`src/rtl/lip_pkg.sv`:
```
package lip_pkg;
  typedef enum logic [1:0] {
    SEL_DIR   = 2'd0,
    SEL_LATCH = 2'd1,
    SEL_MASK  = 2'd2,
    SEL_NONE  = 2'd3
  } cfg_sel_e;
endpackage

```
`src/rtl/lip_cfg_regs.sv`:
```
module lip_cfg_regs
  import lip_pkg::*;
#(
  parameter int WIDTH = 8
) (
  input  logic             clk,
  input  logic             rst,
  input  logic             we,
  input  logic [1:0]       sel,
  input  logic [WIDTH-1:0] wdata,
  output logic [WIDTH-1:0] dir_o,
  output logic [WIDTH-1:0] latch_o,
  output logic [WIDTH-1:0] mask_o
);
  localparam logic [WIDTH-1:0] ALL_ONES = {WIDTH{1'b1}};

  cfg_sel_e sel_e;
  assign sel_e = cfg_sel_e'(sel);

  always_ff @(posedge clk) begin
    if (rst) begin
      dir_o   <= ALL_ONES;
      latch_o <= '0;
      mask_o  <= ALL_ONES;
    end else if (we) begin
      case (sel_e)
        SEL_DIR:   dir_o   <= wdata;
        SEL_LATCH: latch_o <= wdata;
        SEL_MASK:  mask_o  <= wdata;
        default:   ;
      endcase
    end
  end

  AST_RESET_MASKED: assert property (@(posedge clk) rst |=> (mask_o == ALL_ONES));
  AST_NONE_SEL_NOP: assert property (@(posedge clk) disable iff (rst)
    (we && sel == 2'd3) |=> ($stable(dir_o) && $stable(latch_o) && $stable(mask_o)));
endmodule

```
`src/rtl/lip_bit_cell.sv`:
```
module lip_bit_cell (
  input  logic clk,
  input  logic rst,
  input  logic pin,
  input  logic dir_in,
  input  logic latch_en,
  input  logic rd,
  output logic pend_o,
  output logic rdval_o
);
  logic ref_q;
  logic held_q;
  logic cap_q;
  logic moved;

  assign moved = pin ^ ref_q;

  always_ff @(posedge clk) begin
    if (rst) begin
      ref_q  <= pin;
      held_q <= 1'b0;
      cap_q  <= 1'b0;
    end else if (rd) begin
      ref_q  <= pin;
      held_q <= 1'b0;
    end else if (dir_in && latch_en && !held_q && moved) begin
      held_q <= 1'b1;
      cap_q  <= pin;
    end
  end

  assign rdval_o = (latch_en && held_q) ? cap_q : pin;
  assign pend_o  = dir_in && (held_q || moved);

  AST_HELD_PERSISTS: assert property (@(posedge clk) disable iff (rst)
    (held_q && !rd) |=> held_q);
  AST_HELD_VALUE: assert property (@(posedge clk) disable iff (rst)
    (held_q && !rd) |=> $stable(cap_q));
  AST_READ_RELEASES: assert property (@(posedge clk) disable iff (rst)
    rd |=> !held_q);
  AST_OUTPUT_NO_CAPTURE: assert property (@(posedge clk) disable iff (rst)
    (!dir_in && !held_q) |=> !held_q);
endmodule

```
`src/rtl/lip_int_out.sv`:
```
module lip_int_out #(
  parameter int WIDTH = 8
) (
  input  logic             clk,
  input  logic             rst,
  input  logic [WIDTH-1:0] pend_i,
  input  logic [WIDTH-1:0] mask_i,
  input  logic             rd,
  input  logic [WIDTH-1:0] rdval_i,
  output logic             int_n_o,
  output logic [WIDTH-1:0] port_o
);
  logic any_live;
  assign any_live = |(pend_i & ~mask_i);

  always_ff @(posedge clk) begin
    if (rst) begin
      int_n_o <= 1'b1;
      port_o  <= '0;
    end else begin
      int_n_o <= ~any_live;
      if (rd) port_o <= rdval_i;
    end
  end

  AST_MASKED_QUIET: assert property (@(posedge clk) disable iff (rst)
    (&mask_i) |=> int_n_o);
  AST_PORT_HOLD: assert property (@(posedge clk) disable iff (rst)
    !rd |=> $stable(port_o));
endmodule

```
`src/rtl/latched_input_port.sv`:
```
module latched_input_port #(
  parameter int WIDTH = 8
) (
  input  logic             clk,
  input  logic             rst,
  input  logic [WIDTH-1:0] pin_i,
  input  logic             cfg_we,
  input  logic [1:0]       cfg_sel,
  input  logic [WIDTH-1:0] cfg_wdata,
  input  logic             rd_stb,
  output logic [WIDTH-1:0] port_q,
  output logic             int_n
);
  logic [WIDTH-1:0] dir_r, latch_r, mask_r;
  logic [WIDTH-1:0] pend, rdval;

  lip_cfg_regs #(.WIDTH(WIDTH)) u_cfg (
    .clk(clk), .rst(rst), .we(cfg_we), .sel(cfg_sel), .wdata(cfg_wdata),
    .dir_o(dir_r), .latch_o(latch_r), .mask_o(mask_r)
  );

  for (genvar i = 0; i < WIDTH; i++) begin : g_cell
    lip_bit_cell u_cell (
      .clk(clk), .rst(rst), .pin(pin_i[i]), .dir_in(dir_r[i]),
      .latch_en(latch_r[i]), .rd(rd_stb),
      .pend_o(pend[i]), .rdval_o(rdval[i])
    );
  end

  lip_int_out #(.WIDTH(WIDTH)) u_out (
    .clk(clk), .rst(rst), .pend_i(pend), .mask_i(mask_r), .rd(rd_stb),
    .rdval_i(rdval), .int_n_o(int_n), .port_o(port_q)
  );

  AST_RESET_INT_IDLE: assert property (@(posedge clk) rst |=> int_n);
endmodule

```
`config.mk`:
```
export PLATFORM = sky130hd
export DESIGN_NAME = latched_input_port
export DESIGN_NICKNAME = d
export VERILOG_FILES = /design/src/rtl/lip_pkg.sv /design/src/rtl/lip_cfg_regs.sv /design/src/rtl/lip_bit_cell.sv /design/src/rtl/lip_int_out.sv /design/src/rtl/latched_input_port.sv
export SDC_FILE = /design/constraint.sdc
export NUM_CORES = 1
export LEC_CHECK = 0
export CAP_MARGIN = 0
export CORE_UTILIZATION = 50
export DETAILED_ROUTE_END_ITERATION = 10
export PLACE_DENSITY = 0.82
export SETUP_SLACK_MARGIN = 0.4
export SYNTH_ARGS = -nofsm -noshare
export SYNTH_HDL_FRONTEND = slang
export SYNTH_SLANG_ARGS = --single-unit
```
`constraint.sdc`:
```
create_clock -name clk -period 1.9 [get_ports clk]
set_input_delay 0.38 -clock clk [delete_from_list [all_inputs] [get_ports clk]]
set_output_delay 0.38 -clock clk [all_outputs]
set_load 0.005 [all_outputs]
```
==> results by group <==
Timing
  – F_max: 708.8 MHz
  – RSZ-0062 raised after global routing: false
  – Final setup TNS: 0 ns
  – Slew Limit Fails: 0
  – Fin Clk Skew: 0.006317 ns
  – Worst slew pin tran: 0.4150 ns
  – Final min period: 1.411 ns
  – Final setup viols: 0
  – WHS: 0.4747 ns
  – Crit share post-route: 0.7426
  – Worst slew margin: 0.7233
  – Endpoints failing hold: 0

Worst setup path
  – Slowest-stage cell, CP: clkdlybuf4s50_1
  – Startpoint types: primary input
  – Max Fanout on Critical Path: 4
  – CP required: 2.16 ns
  – WS Path Type: in -> reg
  – CP arrival: 1.67 ns
  – Cell Chain, Critical Path: clkdlybuf4s50_1 -> xor2_1 -> o21ai_0 -> nand4_1 -> o21bai_1
  – Crit-path max cell delay: 0.48 ns
  – Worst setup EP type: flip-flop

Finish
  – Area of the multi-input gates: 1097 um2
  – Share of cells above drive strength 1: 0.06849
  – Most frequent cells in the layout: dfxtp_1 (48), nand2_1 (32), nor2_1 (24)
  – Fin nets: 310
  – Post-layout instance area: 2928 um2
  – Sequential cell area: 1222 um2
  – Final core occ: 0.6544
  – Commonest non-fill, non-tap cell in the layout: dfxtp_1
  – Fillers: 378
  – Antenna Cells: 0
  – Area grow syn2layout: 22.07%

GRT
  – Largest net degree at the start of global routing: 42
  – First-pass GRT wire length: 8231 um
  – GRT Overall Usage: 0.2150
  – Antenna violations before repair: 0
  – Vias in the first global route: 1788
  – Grt total ovfl: 0

Synth
  – Syn Inst Count: 253
  – Flops & latches, synth: 57
  – FFs w/ async S/R, synth: 0
  – Syn. warnings: 0
  – EDFF count, synth: 8
  – Top FF cell, synth: dfxtp_1
  – Distinct cells, synth: 24
  – Post-synthesis sequential area ratio: 0.5091
  – Mean Syn Cell Area: 9.480 um2
  – Post-Syn Nets: 275
  – Mapped Area: 2399 um2

Clock network
  – Post-CTS setup buffer count: 0
  – Hold buffer count at cts: 0
  – Clk Latency, worst-skew pair: 0.33 ns
  – Clock Tree Buf Depth: 2
  – Worst-path clk slew: 0.06 ns
  – Clock Sinks: 57
  – TritonCTS buffer count: 9
  – Cells resized by post-CTS repair: 9
  – Root Buffer: clkbuf_8
  – CTS tree: done
  – H-tree Lvls: 3

Outcome
  – Failing checks: DRC
  – Outcome: complete, but fails checks

Place
  – DP HPWL: 3301 um
  – Placed inst area: 2776 um2
  – IO buf count: 30
  – Routability Congestion: 0.7777

Route
  – WL final: 4908 um
  – Total number of vias: 1941
  – Pre-antenna DRT Iters: 7
  – Residual DRC: 2
  – Drt wl/cell: 14.27 um
  – Vias per Instance: 5.642
  – Met2 Routed Length: 2254 um
  – Routed wl met3: 184 um
  – DRT iter0 DRCs: 74
  – Top Metal Used: met4
  – Antenna-violating nets left: 0
  – Post-Route M1 WL: 2365 um

Floorplan
  – Die boundary width: 71.26 um
  – Die Area: 5078 um2
  – Initial Util: 0.5361
  – Core area: 4474 um2
  – Die Span Y: 71.26 um
  – IO Pins: 31
  – Rows: 24

Hold path
  – Worst hold path type: reg -> reg

Pwr
  – Power density cells: 851.8 nW/um2
  – Worst IR Drop VDD: 547.2 uV
  – Leakage power: 1.215 nW

Flow run
  – Max-cap violations: 0
## worst max-delay path, delay by kind of cell
kind | cells | cell delay [ns]
AOI/OAI and AO/OA | 2 | 0.44
and+or+nand+nor | 1 | 0.14
xor gates and xnor gates | 1 | 0.21
buffers and inverters | 1 | 0.48
## power by group
part / switching [W] / internal, W / total, W
Clock: 0.000440 / 0.000466 / 0.000906
Combinational: 0.000128 / 0.000132 / 0.000260
Sequential: 0.0000434 / 0.00129 / 0.00133
Total: 0.000611 / 0.00188 / 0.00249
## synthesized netlist by cell type, drive strengths merged, types with 2 or more instances
library cell | count | area [um2]
nand4 | 2 | 12.51
a31oi | 8 | 50.05
a21oi | 8 | 40.04
nor2b | 16 | 100.1
nand2 | 32 | 120.1
clkbuf | 7 | 26.28
dfxtp | 49 | 980.9
o41ai | 8 | 70.07
nand3b | 10 | 75.07
mux2i | 16 | 160.2
nor2 | 24 | 90.09
inv | 8 | 30.03
xor2 | 8 | 70.07
a211o | 8 | 70.07
buf | 5 | 31.28
o21ai | 16 | 80.08
nor4 | 8 | 50.05
edfxtp | 8 | 240.2
a211oi | 8 | 60.06
## final timing paths
path | depth (start not counted) | endpoint | from | slack (ns)
max | 5 | u_out.int_n_o$_SDFF_PP1_ | pin_i[3] | 0.49
min reg2reg | 2 | g_cell[5].u_cell.cap_q$_SDFFE_PP0P_ | g_cell[5].u_cell.cap_q$_SDFFE_PP0P_ | 0.47
max reg2reg | 4 | u_out.int_n_o$_SDFF_PP1_ | g_cell[3].u_cell.ref_q$_DFFE_PP_ | 0.63
min | 2 | g_cell[5].u_cell.cap_q$_SDFFE_PP0P_ | g_cell[5].u_cell.cap_q$_SDFFE_PP0P_ | 0.47
## area by class of cell
cell class	count	area share
well taps	52	0.02222
clock inverters	1	0.001709
repair buffers	36	0.1248
clock buffers	14	0.04872
flip-flops and latches	57	0.4175
multi-input cells	176	0.3748
inverters	8	0.01026
## state kept, by name, indices dropped and copies added (netlist names)
| name | flops |
|---|---|
| g_cell.u_cell.held_q | 8 |
| u_out.port_o | 8 |
| u_out.int_n_o | 1 |
| u_cfg.latch_o | 8 |
| u_cfg.dir_o | 8 |
| u_cfg.mask_o | 8 |
| g_cell.u_cell.ref_q | 8 |
| g_cell.u_cell.cap_q | 8 |
## layer usage
layer / track usage / vias up
met4: 0.1133 / 0
met2: 0.3471 / 45
met5: 0 / -
li1: - / 977
met1: 0.2707 / 908
met3: 0.04782 / 11
## cells by family (layout without fill, tap and decap cells)
group / count (synthesis) / count (layout) / synth area share
buf+inv: 20 / 59 / 0.03652
flops: 57 / 57 / 0.5091
compound gates: 57 / 57 / 0.1575
mux: 16 / 16 / 0.06677
simple gates: 95 / 95 / 0.2008
xor+xnor: 8 / 8 / 0.02921
## per-stage QoR
stage	total power [W]	std cells	setup slack, ns
2_1_floorplan	0.001486	253	0.4568
3_3_place_gp	0.001610	329	0.1772
3_5_place_dp	0.001621	329	0.1432
4_1_cts	0.002502	344	0.3622
5_1_grt	0.002578	344	0.4093
6_report	0.002494	344	0.4891
Note: power is estimated with default switching activity, not from simulation.
